File: src/rtl/spi_msg_master.sv
module spi_msg_master #(
  parameter int DEPTH     = 8,
  parameter int NCS       = 4,
  parameter int BASE_HALF = 1,
  localparam int AW       = $clog2(DEPTH) + 1
) (
  input  logic           clk,
  input  logic           rst_n,
  input  logic           bus_we,
  input  logic [AW-1:0]  bus_addr,
  input  logic [15:0]    bus_wdata,
  output logic [15:0]    bus_rdata,
  output logic           sck,
  output logic           mosi,
  input  logic           miso,
  output logic [NCS-1:0] cs_n,
  output logic           irq
);
  localparam int BW = $clog2(DEPTH);
  localparam int CW = BW + 1;
  localparam int IW = (NCS > 1) ? $clog2(NCS) : 1;
  localparam int NB = 8 * DEPTH;
  localparam int XW = $clog2(NB);
  localparam int EW = XW + 1;
  localparam int HW = $clog2(BASE_HALF * 64 + 1);
  localparam logic [1:0] T_WR = 2'd1;
  localparam logic [1:0] T_RD = 2'd2;
  localparam logic [3:0] OP_GO = 4'h2;

  logic [15:0]   cfg_q;
  logic [CW-1:0] cnt_q, n_q, tail_q;
  logic [1:0]    typ_q, mt_q;
  logic          busy_q, trail_q, done_q, mask_q, sck_q, cpha_q;
  logic [HW-1:0] div_q, half_q;
  logic [EW-1:0] e_q;
  logic [XW-1:0] obit_q;
  logic [IW-1:0] id_q;
  logic [NB-1:0] tx_q, rx_q;

  wire           in_buf = bus_addr[AW-1];
  wire [BW-1:0]  slot   = bus_addr[BW-1:0];
  wire [2:0]     code   = cfg_q[2:0];
  wire [HW-1:0]  half_sel = HW'(BASE_HALF) << ((code == 3'd7) ? 3'd0 : 3'd6 - code);
  wire [CW-1:0]  n_eff  = (cnt_q > CW'(DEPTH)) ? CW'(DEPTH) : cnt_q;
  wire           cmd_wr = bus_we && !in_buf && bus_addr == AW'(1);
  wire           go     = cmd_wr && bus_wdata[3:0] == OP_GO && !busy_q && n_eff != '0;
  wire           tick   = div_q == half_q - 1'b1;
  wire [XW-1:0]  bi     = e_q[EW-1:1];
  wire [CW+3:0]  e_end  = {n_q, 4'b0000} - 1'b1;
  wire           last   = e_q == e_end[EW-1:0];
  wire           samp   = e_q[0] == cpha_q;

  assign sck  = sck_q;
  assign mosi = busy_q && mt_q != T_RD && tx_q[obit_q ^ XW'(7)];
  assign cs_n = busy_q ? ~(NCS'(1) << id_q) : '1;
  assign irq  = done_q & mask_q;

  always_comb begin
    bus_rdata = '0;
    if (in_buf) bus_rdata[7:0] = rx_q[{slot, 3'b000} +: 8];
    else begin
      case (bus_addr)
        AW'(0): begin bus_rdata[CW-1:0] = cnt_q; bus_rdata[9:8] = typ_q; end
        AW'(2): bus_rdata[0] = done_q;
        AW'(3): bus_rdata[0] = mask_q;
        AW'(4): bus_rdata = cfg_q;
        AW'(5): bus_rdata[CW-1:0] = tail_q;
        AW'(6): bus_rdata[0] = busy_q;
        default: bus_rdata = '0;
      endcase
    end
  end

  always_ff @(posedge clk) begin
    if (!rst_n) begin
      cfg_q <= '0; cnt_q <= '0; typ_q <= '0; n_q <= '0; tail_q <= '0; mt_q <= '0;
      busy_q <= 1'b0; trail_q <= 1'b0; done_q <= 1'b0; mask_q <= 1'b0;
      sck_q <= 1'b0; cpha_q <= 1'b0; div_q <= '0; half_q <= '0;
      e_q <= '0; obit_q <= '0; id_q <= '0; tx_q <= '0; rx_q <= '0;
    end else begin
      if (bus_we && !in_buf) begin
        case (bus_addr)
          AW'(0): begin cnt_q <= bus_wdata[CW-1:0]; typ_q <= bus_wdata[9:8]; end
          AW'(2): if (bus_wdata[0]) done_q <= 1'b0;
          AW'(3): mask_q <= bus_wdata[0];
          AW'(4): cfg_q <= bus_wdata;
          default: ;
        endcase
      end
      if (bus_we && in_buf) tx_q[{slot, 3'b000} +: 8] <= bus_wdata[7:0];
      if (!busy_q) sck_q <= cfg_q[5];
      if (go) begin
        busy_q <= 1'b1; trail_q <= 1'b0; div_q <= '0; e_q <= '0; obit_q <= '0;
        n_q <= n_eff; mt_q <= typ_q; cpha_q <= cfg_q[4]; half_q <= half_sel;
        id_q <= bus_wdata[8 +: IW]; tail_q <= '0;
      end else if (busy_q) begin
        div_q <= tick ? '0 : div_q + 1'b1;
        if (tick && trail_q) begin
          busy_q <= 1'b0;
          done_q <= 1'b1;
          tail_q <= (mt_q == T_WR) ? '0 : n_q;
        end else if (tick) begin
          sck_q <= ~sck_q;
          if (samp) begin
            if (mt_q != T_WR) rx_q[bi ^ XW'(7)] <= miso;
          end else obit_q <= cpha_q ? bi : bi + 1'b1;
          if (last) trail_q <= 1'b1;
          else e_q <= e_q + 1'b1;
        end
      end
    end
  end
endmodule

File: config.mk
export PLATFORM = sky130hd
export DESIGN_NAME = spi_msg_master
export DESIGN_NICKNAME = d
export VERILOG_FILES = /design/src/rtl/spi_msg_master.sv
export SDC_FILE = /design/constraint.sdc
export NUM_CORES = 1
export LEC_CHECK = 0
export BUFFER_PORTS_ARGS = -buffer_cell sky130_fd_sc_hd__buf_2
export CORE_ASPECT_RATIO = 1.75
export CORE_MARGIN = 3
export CORE_UTILIZATION = 30
export DETAILED_ROUTE_END_ITERATION = 6
export MAX_ROUTING_LAYER = met4
export PLACE_DENSITY = 0.45
export RECOVER_POWER = 25
export REMOVE_ABC_BUFFERS = 1
export SYNTH_ARGS = -nofsm -noshare
export SYNTH_HDL_FRONTEND = slang
export SYNTH_SLANG_ARGS = --single-unit
export TNS_END_PERCENT = 30
File: constraint.sdc
create_clock -name clk -period 5.5 [get_ports clk]
set_input_delay 0.55 -clock clk [delete_from_list [all_inputs] [get_ports clk]]
set_output_delay 0.55 -clock clk [all_outputs]
set_load 0.01 [all_outputs]
==> results list, run 1 <==
- Die footprint: 0.0364 mm2
- Final Setup Violations: 0
* Sort of element at the end of the critical path: primary output
- Largest fanout on the critical path: 20
* Number of global-route vias before repair: between 8,000 and 9,000
- At the end of routability-driven placement, the weighted congestion stood at approximately 0.77.
* Height of the chip: 250 um
* Number of enable-type register cells in the synthesized netlist: 0
- Clock period minus worst slack: between 4000 and 5000 ps
* Number of flip-flops and latches in the synthesized netlist: 195
- Summed over all cells, the static leakage comes to around 4.4 nW.
- Summed over all nets, the half-perimeter wirelength after detailed placement is around 21 mm.
* Total of cells resized after clock tree synthesis: 0
- Clock buffer count from CTS: 17
* Final Util: 0.338
- Hold repair after CTS inserted 0 buffers.
- Total GRT Usage: 0.172
* Setup Total Neg Slack: 0 ps
- The library cell used most frequently in the layout, excluding fill and tap cells, is dfxtp_1.
- Maximum resistive drop on vdd: 0.201 mV
- For this design the ratio of total power to cell area is roughly 250 mW/mm2.
- In this run the worst hold path is classified as in2reg.
- The worst hold path begins at bus_wdata[15].
- Result of the run: finished with violations
* Number of distinct standard cells referenced by the synthesized netlist: 66
- The floorplan has 88 rows.
* Most frequent cells in the layout: 195 x dfxtp_1, 189 x nand2_1, 148 x mux2i_1, 100 x nand3_1, 88 x nor2_1
- Core outline area: 0.0333 mm2
- Average instance area after synthesis: between 8 and 9 um2
- Number of filler instances in the final layout: 3,524
- Cell breakdown of the critical path: clkbuf_1, inv_1, ha_1, a222oi_1, nor2_1, a221oi_1, o21ai_0, buf_2
- For the worst-skew pair, the clock arrives at the later sink with an insertion delay of ~460 ps.
- For this block, the initial DRC count from the detailed router was roughly 530.
- Data required time of the worst path: about 5000 ps
* Proportion of register bits with asynchronous set or reset after synthesis: 0
- The number of antenna diodes in the final layout is 0.
- The routed design has slightly above 30 mm of wire.
* Worst-case clock buffer depth: 2
- TritonCTS clock tree: done
- The tightest hold path in the finished design has a slack of ~330 ps.
* Net count of the finished layout: 1,187
* Final Max Slew Viols: 90
* Area growth from synthesis to layout: 9.91%
* Slew at the pin closest to its max-slew limit: ~3200 ps
- Dividing the final minimum period by the clock period gives 0.728.
* TritonCTS Sinks: 195
- Number of top-level design ports: 47
- The final reports fail on max-capacitance violations, max-slew violations.
- Share of the yosys chip area belonging to registers: 0.382
- The initial antenna violation count came to 0.
- After detailed placement, the total cell area comes to 0.0107 mm2.
- 1st-pass router iterations: 5
- Counting both buffers and inverters, the worst setup path holds a total of 3.
- Number of max-capacitance violations reported: 3
* Starting Density: 0.308
* Number of nets with antenna violations after detailed routing: 0
* Start point of the critical path: bus_addr[1]
* Gate family responsible for the most delay along the worst path: buffers and inverters
* Number of instances in the synthesized netlist: 1,175
* RSZ-0062 raised after global routing: no
- Clock Pin Slew Worst Setup and Hold Paths: 80 ps
- On the final layout, the worst clock skew is ~17 ps.
- Clock Root Buffer: clkbuf_16
* Maximum number of pins on one net before global-route repair: 77
* Startpoint type of the worst setup path: primary input
* Final hold viol count: 0
- Of the cells placed in the final design, the portion with a size suffix greater than 1 is 0.112.
- Cell area after layout: around 0.011 mm2
- First-pass GRT wire length: approximately 48 mm
* Global route total overflow: 0
* H-tree depth: 4
- In the routed design, unresolved DRC markers number 0.
* WL per Instance: ~19 um
* Number of warnings issued by yosys: 0
- Data arrives at the worst endpoint at between 3000 and 4000 ps.
- Delay contributed by the slowest stage of the critical path: ~1200 ps
- Launch instance of the worst register-to-register path: busy_q
- Post-CTS timing repair inserted 0 buffers for setup.
- Number of buffers inserted by port buffering: 46
- The mapped netlist covers around 0.01 mm2.
- Top_reg_cell synth: dfxtp_1
- Max transition margin: -1.13
- Die Span X: about 150 um
- Highest clock frequency the design can meet: 250 MHz
- The critical path is of the in2out type.
- The slowest stage of the critical path belongs to the cell clkbuf_1.
- Total vias in the final route: between 8,000 and 9,000
* Number of vias per cell after detailed routing: between 5 and 6
[per-layer routing]
layer,wire length (um),part of all wire,GRT usage
met1,12200,0.40,0.183
met2,16700,0.55,0.318
met3,531,0.017,0.0223
met4,1080,0.035,0.0747
met5,0,0,-
[tightest hold or removal path: cells and delay by family]
family | cells | cell delay, ps
AND/OR/NAND/NOR | 1 | 50
AO/OA/AOI/OAI | 1 | 50
buffers and inverters | 1 | 100
[state kept, by name (all words and copies together) (netlist names)]
register / count
busy_q: 1
cfg_q: 16
cnt_q: 4
cpha_q: 1
div_q: 7
done_q: 1
e_q: 7
half_q: 7
id_q: 2
mask_q: 1
mt_q: 2
n_q: 4
obit_q: 6
rx_q: 64
sck: 1
tail_q: 4
trail_q: 1
tx_q: 64
typ_q: 2
[layout make-up]
| cell class | count | area, um2 | share of cell area |
|---|---|---|---|
| clock buffers | 19 | 453 | 0.0403 |
| clock inverters | 12 | 135 | 0.0120 |
| inverters | 13 | 50.0 | 0.00445 |
| multi-input cells | 866 | 5840 | 0.519 |
| flip-flops and latches | 195 | 3900 | 0.347 |
| well taps | 450 | 563 | 0.0501 |
| repair buffers | 58 | 297 | 0.0264 |
[cells in the mapped netlist (2+ instances only)]
master | instances | area [um2]
dfxtp_1 | 195 | 3900
nand2_1 | 190 | 713
mux2i_1 | 148 | 1480
nand3_1 | 100 | 500
nor2_1 | 88 | 330
nor3_1 | 75 | 375
clkbuf_1 | 59 | 221
a21oi_1 | 47 | 235
mux4_2 | 32 | 721
and2_1 | 30 | 188
buf_2 | 29 | 145
xnor2_1 | 16 | 140
ha_1 | 12 | 150
and3_1 | 11 | 68.8
inv_1 | 11 | 41.3
nand2b_1 | 9 | 56.3
a211oi_1 | 8 | 60.1
a22o_1 | 8 | 70.1
nor2b_1 | 8 | 50.1
nand4_1 | 7 | 43.8
buf_1 | 6 | 22.5
buf_4 | 6 | 45.0
nor3b_1 | 6 | 45.0
xor2_1 | 6 | 52.6
a31oi_1 | 5 | 31.3
nand3b_1 | 5 | 37.5
or2_2 | 5 | 31.3
a221oi_1 | 4 | 35.0
nor4_1 | 3 | 18.8
o21ai_0 | 3 | 15.0
clkinv_1 | 2 | 7.51
mux2_2 | 2 | 22.5
nand4b_1 | 2 | 17.5
nor3_2 | 2 | 20.0
nor4b_1 | 2 | 17.5
o22ai_1 | 2 | 12.5
or2_1 | 2 | 12.5
[power breakdown]
part | leakage, nW | internal (mW) | switching (mW)
logic | 2.51 | 0.0363 | 0.101
clock network | 0.289 | 0.666 | 0.619
registers | 1.57 | 1.41 | 0.00339
[logic make-up (layout without fill, tap and decap cells)]
group	count (synthesis)	in the layout	synth area share
and+or+nand+nor	557	557	0.259
adders and majority gates	12	12	0.0147
xor gates and xnor gates	23	23	0.0212
buffers and inverters	114	102	0.0483
AOI/OAI and AO/OA	92	92	0.0574
DFF	195	195	0.382
muxes	182	182	0.218
[path summary, 6_finish.rpt]
path / to / slack [ps] / depth (start not counted)
setup / recovery: bus_rdata[0] / 1500 / 8
hold / removal: cfg_q[15] / 330 / 3
setup reg to reg: rx_q[46] / 1900 / 7
hold reg to reg: tx_q[17] / 450 / 2
[stage by stage]
step	total power, mW	setup slack, ps	instances
floorplan	1.51	1420	1074
global placement	1.59	2080	1582
global route	2.94	1170	1613
finish	2.84	1500	1613
detailed placement	1.59	2080	1582
CTS	2.88	2060	1613
Note: power is estimated with default switching activity, not from simulation.
==> run 2: changes to the inputs <==
Settings changed: PLACE_DENSITY 0.45 to 0.46.
Clock period 5.5 ns to 3.6 ns, I/O delays scaled along.
==> run 2 against run 1 <==
The flow still finishes with violations (max-capacitance violations, max-slew violations). Utilization up 0.52 points. Non-clock buffer count up 13. Total power up 57%.
==> results list, run 2 (same netlist as run 1, synthesis figures left out) <==
- For this block, the via count after detailed routing is between 8,000 and 9,000.
- The number of global-route vias before repair is about 8,000.
- Internal power of the cells: around 3.4 mW
- Across all setup checks in the final design, the least slack found is around 690 ps.
- Registers with the highest flip-flop counts: rx_q: 64 flops, tx_q: 64 flops, cfg_q: 16 flops
* Cell breakdown of the critical path: buf_4, mux4_2, a211o_1, a21boi_1, o41ai_1, buf_2
- TritonCTS clock tree: done
- Pre-CTS setup slack: between 900 and 1000 ps
- IR analysis of the VDD net gives a maximum drop of roughly 0.27 mV.
* Tightest Hold Check Type: in2reg
- Counting every sink on the clock net gives 195.
* Placed wire-length estimate after detailed placement: ~21 mm
- At the end of routability-driven placement, the weighted congestion stood at a little under 0.8.
- Including well taps, the total number of placed cells is 1,595.
- Failing checks: max-capacitance violations, max-slew violations
- Starting Density: 0.308
- Global route total overflow: 0
- Gate family responsible for the most delay along the worst path: flip-flops
- The first global-routing pass estimated ~47 mm of wire.
- Once the clock tree was built, the resizer swapped 0 gates to a different size.
- Clock skew on the completed layout was measured at 12.3 ps.
- Input and output buffers added on the ports amount to 46.
* WL per Instance: ~18 um
- The H-tree generated during clock tree synthesis spans 4 levels.
* Data arrival time of the worst path: around 2600 ps
- After detailed routing, the number of remaining DRC violations is 0.
- The worst setup path is launched from a flip-flop.
- The number of buffers and inverters on the critical path is 2.
- The count of cells in the finished layout, fillers not included, comes to ~1,600.
- At the pin with the least slew margin, the transition time is roughly 2300 ps.
- Sort of element at the end of the critical path: primary output
- Final period util: 0.808
* Post-CTS Hold Fix Bufs: 0
* # Post-CTS Setup Buffers: 0
* Result of the run: finished with violations
- CP max-delay cell: dfxtp_1
- Net count of the finished layout: around 1,200
- Height of the chip: around 250 um
- Summed over all layers, the routed wires come to about 30 mm.
- Number of vias per cell after detailed routing: about 5
- Buffers inserted during clock tree synthesis total 17.
- STA puts the critical path data required time at about 3200 ps.
- Number of nets with antenna violations after detailed routing: 0
- Most common library cell in the layout ignoring fill and taps: dfxtp_1
- Of the total power, registers draw 0.486.
- The tree is rooted in a clkbuf_16.
- The total area inside the core boundary comes to around 0.033 mm2.
- Number of filler instances in the final layout: about 3,500
- Registers take between 0.003 and 0.004 mm2.
- 1st-pass router iterations: 5
- Across the run, the number of max-cap violations was 1.
* RSZ-0062 raised after global routing: no
- Most frequent cells in the layout: 195 x dfxtp_1, 189 x nand2_1, 148 x mux2i_1, 100 x nand3_1, 88 x nor2_1
- The share of total power dissipated in the clock network is 0.466.
* Standard-cell rows: just under 90
- Final antenna diode count: 0
- Worst-case clock buffer depth: 2
- Leak pwr: approximately 4.5 nW
- The final number of max-transition violations was approximately 110.
- In this run the power density over the cells is 391 mW/mm2.
* Clock period minus worst slack: approximately 2900 ps
- Die Span X: between 100 and 150 um
* Starting DRT DRC Count: around 440
- Switching power share of the total: 0.244
* Hold_ws: about 140 ps
- Total net switching power: 1.09 mW
* Area taken by multi-input logic gates: between 0.005 and 0.006 mm2
- Area growth from synthesis to layout: 11.6%
* Delay contributed by the slowest stage of the critical path: about 630 ps
- Setup Total Neg Slack: 0 ps
- 47 I/O pins were placed.
- Crit path kind: reg2out
- Later-pin clock latency in the skew report: ~460 ps
- Final Setup Violations: 0
- Of all nets on the critical path, the largest fanout is 8.
- Final Util: 0.343
* Max transition margin: -0.501
* Combinational share of power: 0.048
- The hold violation count in the final report came to 0.
- Share of cells above drive strength 1: 0.127
* Maximum number of pins on one net before global-route repair: approximately 110
- Static timing analysis puts the maximum clock frequency at around 340 MHz.
- Across every metal layer, demand over resource in global routing totals 0.170.
- The die covers 0.0364 mm2.
* Clock Pin Slew Worst Setup and Hold Paths: 80 ps
* Antenna violations before repair: 0
## run 2: stage by stage
step | cell area [um2] | power [mW]
global placement | 10800 | 2.44
global route | 11400 | 4.62
floorplan | 9780 | 2.31
CTS | 11400 | 4.52
detailed placement | 10800 | 2.44
finish | 11400 | 4.46
## run 2: final timing paths
| check | startpoint | endpoint | slack, ps | cells after the start |
|---|---|---|---|---|
| hold / removal | bus_wdata[14] | cfg_q[14] | 140 | 3 |
| setup reg to reg | half_q[0] | rx_q[31] | 1020 | 8 |
| setup / recovery | obit_q[0] | mosi | 690 | 6 |
| hold reg to reg | cfg_q[10] | cfg_q[10] | 450 | 2 |
## run 2: power groups by stage
stage                     clock [mW]  sequential (mW)  combinational, mW
after floorplan                    0             2.21             0.0984
after global placement             0             2.22              0.221
after detailed placement           0             2.22              0.221
after CTS                       2.13             2.17              0.221
after global routing            2.22             2.17              0.235
final                           2.08             2.17              0.216
## run 2: final cells by class
type | instances | area share
Inverter | 13 | 0.00439
Clock inverter | 12 | 0.0147
Clock buffer | 20 | 0.0400
Sequential cell | 195 | 0.342
Tap cell | 450 | 0.0493
Multi-Input combinational cell | 866 | 0.512
Timing Repair Buffer | 71 | 0.0378
## run 2: worst min-delay path, stage by stage
cell and delay, ps:
buf_2 100, nand2_1 40, a21oi_1 50
## run 2: layer usage
layer / vias to the layer above / track usage / wire (um)
met5: - / - / 0
met3: 33 / 0.0261 / 713
met4: 0 / 0.0541 / 600
met1: 3977 / 0.185 / 12300
met2: 113 / 0.315 / 16500
li1: 4076 / - / -
